## config.mk

```make
export PLATFORM = sky130hd
export DESIGN_NAME = pixdbl_fetch
export DESIGN_NICKNAME = d
export VERILOG_FILES = /design/src/rtl/pixdbl_pkg.sv /design/src/rtl/pixdbl_window.sv /design/src/rtl/pixdbl_addr.sv /design/src/rtl/pixdbl_replay.sv /design/src/rtl/pixdbl_fetch.sv
export SDC_FILE = /design/constraint.sdc
export NUM_CORES = 1
export LEC_CHECK = 0
export ABC_CLOCK_PERIOD_IN_PS = 1600
export BUFFER_PORTS_ARGS = -buffer_cell sky130_fd_sc_hd__buf_2
export CAP_MARGIN = 20
export CORE_MARGIN = 4
export CORE_UTILIZATION = 35
export DETAILED_ROUTE_END_ITERATION = 10
export PLACE_DENSITY = 0.82
export SYNTH_ARGS = -nofsm -noshare
export SYNTH_HDL_FRONTEND = slang
export SYNTH_HIERARCHICAL = 1
export SYNTH_SLANG_ARGS = --single-unit
```

## constraint.sdc

```tcl
create_clock -name clk -period 1.6 [get_ports clk]
set_input_delay 0.32 -clock clk [delete_from_list [all_inputs] [get_ports clk]]
set_output_delay 0.32 -clock clk [all_outputs]
set_load 0.02 [all_outputs]
```

## src/rtl/pixdbl_pkg.sv

```systemverilog
`timescale 1ns/1ps
package pixdbl_pkg;
   localparam int DEF_SRC_W    = 256;
   localparam int DEF_SRC_ROWS = 240;
   localparam int DEF_PIX_W    = 8;
   localparam int DEF_CNT_W    = 10;

   function automatic bit is_pow2(input int n);
      return (n > 0) && ((n & (n - 1)) == 0);
   endfunction
endpackage

```

## src/rtl/pixdbl_window.sv

```systemverilog
`timescale 1ns/1ps
module pixdbl_window #(
   parameter int CNT_W = 10,
   parameter int WIN_W = 512,
   parameter int WIN_H = 480
) (
   input  logic [CNT_W-1:0] hcnt,
   input  logic [CNT_W-1:0] vcnt,
   output logic             in_win
);
   import pixdbl_pkg::*;

   logic h_ok, v_ok;

   // a power-of-two edge needs only a zero test on the upper counter bits
   generate
      if (is_pow2(WIN_W)) begin : g_h_pow
         localparam int HSH = $clog2(WIN_W);
         assign h_ok = (hcnt >> HSH) == '0;
      end else begin : g_h_cmp
         assign h_ok = hcnt < CNT_W'(WIN_W);
      end
      if (is_pow2(WIN_H)) begin : g_v_pow
         localparam int VSH = $clog2(WIN_H);
         assign v_ok = (vcnt >> VSH) == '0;
      end else begin : g_v_cmp
         assign v_ok = vcnt < CNT_W'(WIN_H);
      end
   endgenerate

   assign in_win = h_ok & v_ok;
endmodule

```

## src/rtl/pixdbl_addr.sv

```systemverilog
`timescale 1ns/1ps
module pixdbl_addr #(
   parameter int COL_AW = 8,
   parameter int ROW_AW = 8,
   localparam int ADDR_W = COL_AW + ROW_AW
) (
   input  logic              clk,
   input  logic              rst_n,
   input  logic              in_win,
   input  logic [COL_AW:0]   hlow,
   input  logic [ROW_AW:1]   vrow,
   output logic              rd_en,
   output logic [ADDR_W-1:0] rd_addr
);
   // one fetch per pair, issued on the even half
   assign rd_en   = in_win & ~hlow[0];
   assign rd_addr = {vrow, hlow[COL_AW:1]};

   // during a raster scan a fetch is never followed by another fetch
   p_read_once_r3: assert property (@(posedge clk) disable iff (!rst_n)
      rd_en |=> !rd_en);
endmodule

```

## src/rtl/pixdbl_replay.sv

```systemverilog
`timescale 1ns/1ps
module pixdbl_replay #(
   parameter int          PIX_W = 8,
   parameter logic [PIX_W-1:0] BLANK = '0
) (
   input  logic             clk,
   input  logic             rst_n,
   input  logic             in_win,
   input  logic             odd,
   input  logic [PIX_W-1:0] rd_data,
   output logic [PIX_W-1:0] pix_out
);
   logic             vis_q, odd_q;
   logic [PIX_W-1:0] buf_q;

   always_ff @(posedge clk or negedge rst_n) begin
      if (!rst_n) begin
         vis_q <= 1'b0;
         odd_q <= 1'b0;
         buf_q <= '0;
      end else begin
         vis_q <= in_win;
         odd_q <= odd;
         if (vis_q && !odd_q)
            buf_q <= rd_data;
      end
   end

   always_comb begin
      if (!vis_q)
         pix_out = BLANK;
      else if (odd_q)
         pix_out = buf_q;
      else
         pix_out = rd_data;
   end
endmodule

```

## src/rtl/pixdbl_fetch.sv

```systemverilog
`timescale 1ns/1ps
module pixdbl_fetch #(
   parameter int SRC_W    = pixdbl_pkg::DEF_SRC_W,
   parameter int SRC_ROWS = pixdbl_pkg::DEF_SRC_ROWS,
   parameter int PIX_W    = pixdbl_pkg::DEF_PIX_W,
   parameter int CNT_W    = pixdbl_pkg::DEF_CNT_W,
   localparam int COL_AW  = $clog2(SRC_W),
   localparam int ROW_AW  = $clog2(SRC_ROWS),
   localparam int ADDR_W  = COL_AW + ROW_AW,
   localparam int WIN_W   = 2 * SRC_W,
   localparam int WIN_H   = 2 * SRC_ROWS
) (
   input  logic              clk,
   input  logic              rst_n,
   input  logic [CNT_W-1:0]  hcnt,
   input  logic [CNT_W-1:0]  vcnt,
   output logic              rd_en,
   output logic [ADDR_W-1:0] rd_addr,
   input  logic [PIX_W-1:0]  rd_data,
   output logic [PIX_W-1:0]  pix_out
);
   import pixdbl_pkg::*;

   localparam logic [PIX_W-1:0] BLANK = '0;

   generate
      if (!is_pow2(SRC_W)) begin : g_bad_w
         $error("SRC_W must be a power of two");
      end
      if (SRC_ROWS < 2) begin : g_bad_rows
         $error("SRC_ROWS must be at least 2");
      end
      if (COL_AW >= CNT_W || ROW_AW >= CNT_W) begin : g_bad_cnt
         $error("CNT_W too narrow for the window");
      end
   endgenerate

   logic in_win;

   pixdbl_window #(.CNT_W(CNT_W), .WIN_W(WIN_W), .WIN_H(WIN_H)) u_win (
      .hcnt   (hcnt),
      .vcnt   (vcnt),
      .in_win (in_win)
   );

   pixdbl_addr #(.COL_AW(COL_AW), .ROW_AW(ROW_AW)) u_addr (
      .clk     (clk),
      .rst_n   (rst_n),
      .in_win  (in_win),
      .hlow    (hcnt[COL_AW:0]),
      .vrow    (vcnt[ROW_AW:1]),
      .rd_en   (rd_en),
      .rd_addr (rd_addr)
   );

   pixdbl_replay #(.PIX_W(PIX_W), .BLANK(BLANK)) u_rep (
      .clk     (clk),
      .rst_n   (rst_n),
      .in_win  (in_win),
      .odd     (hcnt[0]),
      .rd_data (rd_data),
      .pix_out (pix_out)
   );

   // even pixel of a pair shows the byte returned by its own fetch
   p_even_fresh_r1: assert property (@(posedge clk) disable iff (!rst_n)
      (in_win && !hcnt[0]) |=> (pix_out == rd_data));

   // positions outside the window come out blank one cycle later
   p_blank_r2: assert property (@(posedge clk) disable iff (!rst_n)
      !in_win |=> (pix_out == BLANK));

   // odd pixel replays the byte that came back for the preceding fetch
   p_replay_r4: assert property (@(posedge clk) disable iff (!rst_n)
      (in_win && hcnt[0] && $past(rd_en)) |=> (pix_out == $past(rd_data)));
endmodule

```

==> impl_metrics.json <==
{
  "maxSlewHeadroom_pct": 78.8,
  "cap_viol_max_count": 0,
  "synth_seq_area_share_pct": 36.3,
  "fin_crit_sh_pct": 93.9,
  "synth.ff_latch_count": 10,
  "critical_path.max_stage_delay_ns": 0.38,
  "synth-edff-count": 0,
  "dp_slack_ns": 0.219,
  "hold_slack_ns": 0.210,
  "die_w_um": 52.4,
  "yosys-top-cells-count": "16 x buf_4, 10 x dfrtp_1, 8 x mux2_4, 8 x mux2i_1, 8 x nor2b_1",
  "syn_nets": 86,
  "worstPathMaxFanout": 4,
  "antenna_found_initial": 0,
  "worst_slack_ns": 0.0979,
  "final.min_clock_period_ns": 1.50,
  "power_uw": 683,
  "io_buffers": 29,
  "crit_slowest_cell": "dfrtp_1",
  "synth_mux_area_share_pct": 29.0,
  "ant_nets": 0,
  "hp-class": "in -> reg",
  "synth_top_area_share_pct": 36.3,
  "postCtsSetupBuffers": 0,
  "tightest_slew_ns": 0.318,
  "drt_iter0_drc": 0,
  "max-vdd-ir-drop_mv": 0.437,
  "clkSlewWorstSetupHoldPaths_ns": 0.06,
  "pwr-share-clk_pct": 24.8,
  "syn_area_um2": 689,
  "synth-compound-area-share_pct": 0,
  "ys_types": 10,
  "cp.required_ns": 1.28,
  "die_y_um": 52.4,
  "synth-warning-count": 6,
  "p_leak_nw": 0.429,
  "finalSetupTns_ns": 0,
  "vias": 455,
  "end_kind": "output port",
  "hold_depth": 1,
  "synth_top_cell_by_area": "dfrtp_1",
  "synthTopCellsByArea": "dfrtp_1 36%, buf_4 17%, mux2_4 17%",
  "cts_inserted_buffers": 3,
  "grt_max_degree": 11,
  "combPwrFrac_pct": 27.7,
  "synth.most_common_cell": "buf_4",
  "finalMaxSlewViolations": 0,
  "power.density_nw_per_um2": 876,
  "setup_viol": 0,
  "pwr-share-seq_pct": 47.5,
  "syn_avg_cell_area_um2": 12.3,
  "syn2layout_area_growth_pct": 13.1,
  "holdPathEnd": "u_rep/odd_q",
  "finalClockSkew_ns": 0.00610,
  "nNetsFinal": 105,
  "r2r_cells": 3,
  "synth-simple-area-share_pct": 14.0,
  "grt_pass1_vias": 467,
  "cts.sinks": 10,
  "async_flop_share_pct": 100,
  "cts.htree.levels": 1,
  "status": "finished, final reports clean",
  "drc_errors": 0,
  "switchingPower_uw": 187,
  "synthCells": 56,
  "crit_buf_inv": 2,
  "clock_latency_ns": 0.27,
  "hold_violations": 0,
  "io_pins": 55,
  "fmax_ghz": 0.666,
  "reg2reg_to": "u_rep/buf_q[2]",
  "coreArea_um2": 1800,
  "start_kind": "flop",
  "p_sw_share_pct": 27.3,
  "hp-start": "hcnt[0]",
  "grt.overflow.total": 0,
  "rows": 15,
  "drt-total-wl_um": 1330,
  "crit_family": "flip-flops",
  "grt_pass1_wl_um": 1990,
  "gp_congestion": 0.651,
  "crit_type": "reg -> out",
  "internal-power_uw": 497,
  "cp.arrival_ns": 1.18,
  "crit_chain": "buf_4, mux2i_1, nor2b_1, buf_2",
  "grt_usage_pct": 10.6,
  "fp.dieArea_um2": 2740,
  "diodes": 0,
  "synthAdderAreaFrac_pct": 0,
  "initial_core_util_pct": 38.3,
  "root_buffer": "clkbuf_4",
  "cts_tree": "built",
  "final_core_util_pct": 43.3,
  "rrSetupSlack_ns": 0.40,
  "post-dp-hpwl_um": 993,
  "routed_via_density": 4.64,
  "rr_startpoint": "u_rep/odd_q",
  "cts_max_path_buffers": 2,
  "synth_top_family_by_area": "multiplexers",
  "first_pass_iters": 1,
  "wl_per_cell_um": 13.6,
  "synthXorXnorAreaFrac_pct": 0,
  "drive_gt1_share_pct": 61.6,
  "ys.flop_type": "dfrtp_1"
}
-- logic make-up after synthesis --
kind of cell | Yosys count
muxes | 16
DFF | 10
and+or+nand+nor | 12
buffers and inverters | 18
-- cell usage in the layout (no fill, tap or decap), drive strengths merged --
master,n
buf,31
dlygate4sd3,1
nand2b,1
dfrtp,10
mux2i,8
and4,1
clkbuf,3
nor2b,9
mux2,8
nor3,1
-- area by class of cell --
type	instances	area [µm²]
Sequential cell	10	250
Clock buffer	3	22.5
Timing Repair Buffer	32	179
Multi-Input combinational cell	28	297
Fill cell	191	1020
Tap cell	25	31.3
-- worst max path at each step --
stage / from / to / slack, ns / cells past startpoint
finish: u_rep/odd_q / pix_out[6] / 0.1 / 4
global route: u_rep/odd_q / pix_out[0] / -0.0001 / 4
CTS: u_rep/odd_q / pix_out[3] / 0.07 / 4
detailed placement: vcnt[7] / rd_en / 0.22 / 5
global placement: vcnt[7] / rd_en / 0.23 / 5
floorplan: u_rep/odd_q / pix_out[0] / 0.36 / 3
-- registers in the layout (all words and copies together) (netlist names) --
name         count
u_rep/buf_q      8
u_rep/odd_q      1
u_rep/vis_q      1
-- routing by layer --
layer / global-route usage [%] / vias up / routed length [µm]
met3: 5.41 / 9 / 153
met1: 11.4 / 211 / 561
li1: - / 205 / -
met4: 8.09 / 0 / 45
met2: 15.5 / 30 / 569
met5: 0 / - / 0
-- power groups by stage --
stage,clock network (mW),logic [mW],registers (mW)
after floorplan,0,0.185,0.319
after global placement,0,0.184,0.324
after detailed placement,0,0.186,0.328
after CTS,0.181,0.189,0.324
after global routing,0.200,0.203,0.329
final,0.169,0.190,0.324
-- what timing repair did --
item,4_1_cts,5_1_grt
endpoints found under the setup margin,0,4
hold endpoints to repair,10,0
hold buffers,1,0
gates resized for setup,0,3
-- per-stage QoR --
stage / area (µm²) / std cells
2_1_floorplan: 689 / 56
3_3_place_gp: 738 / 94
3_5_place_dp: 738 / 94
4_1_cts: 771 / 98
5_1_grt: 779 / 98
6_report: 779 / 98
(Power assumes the default switching activity.)
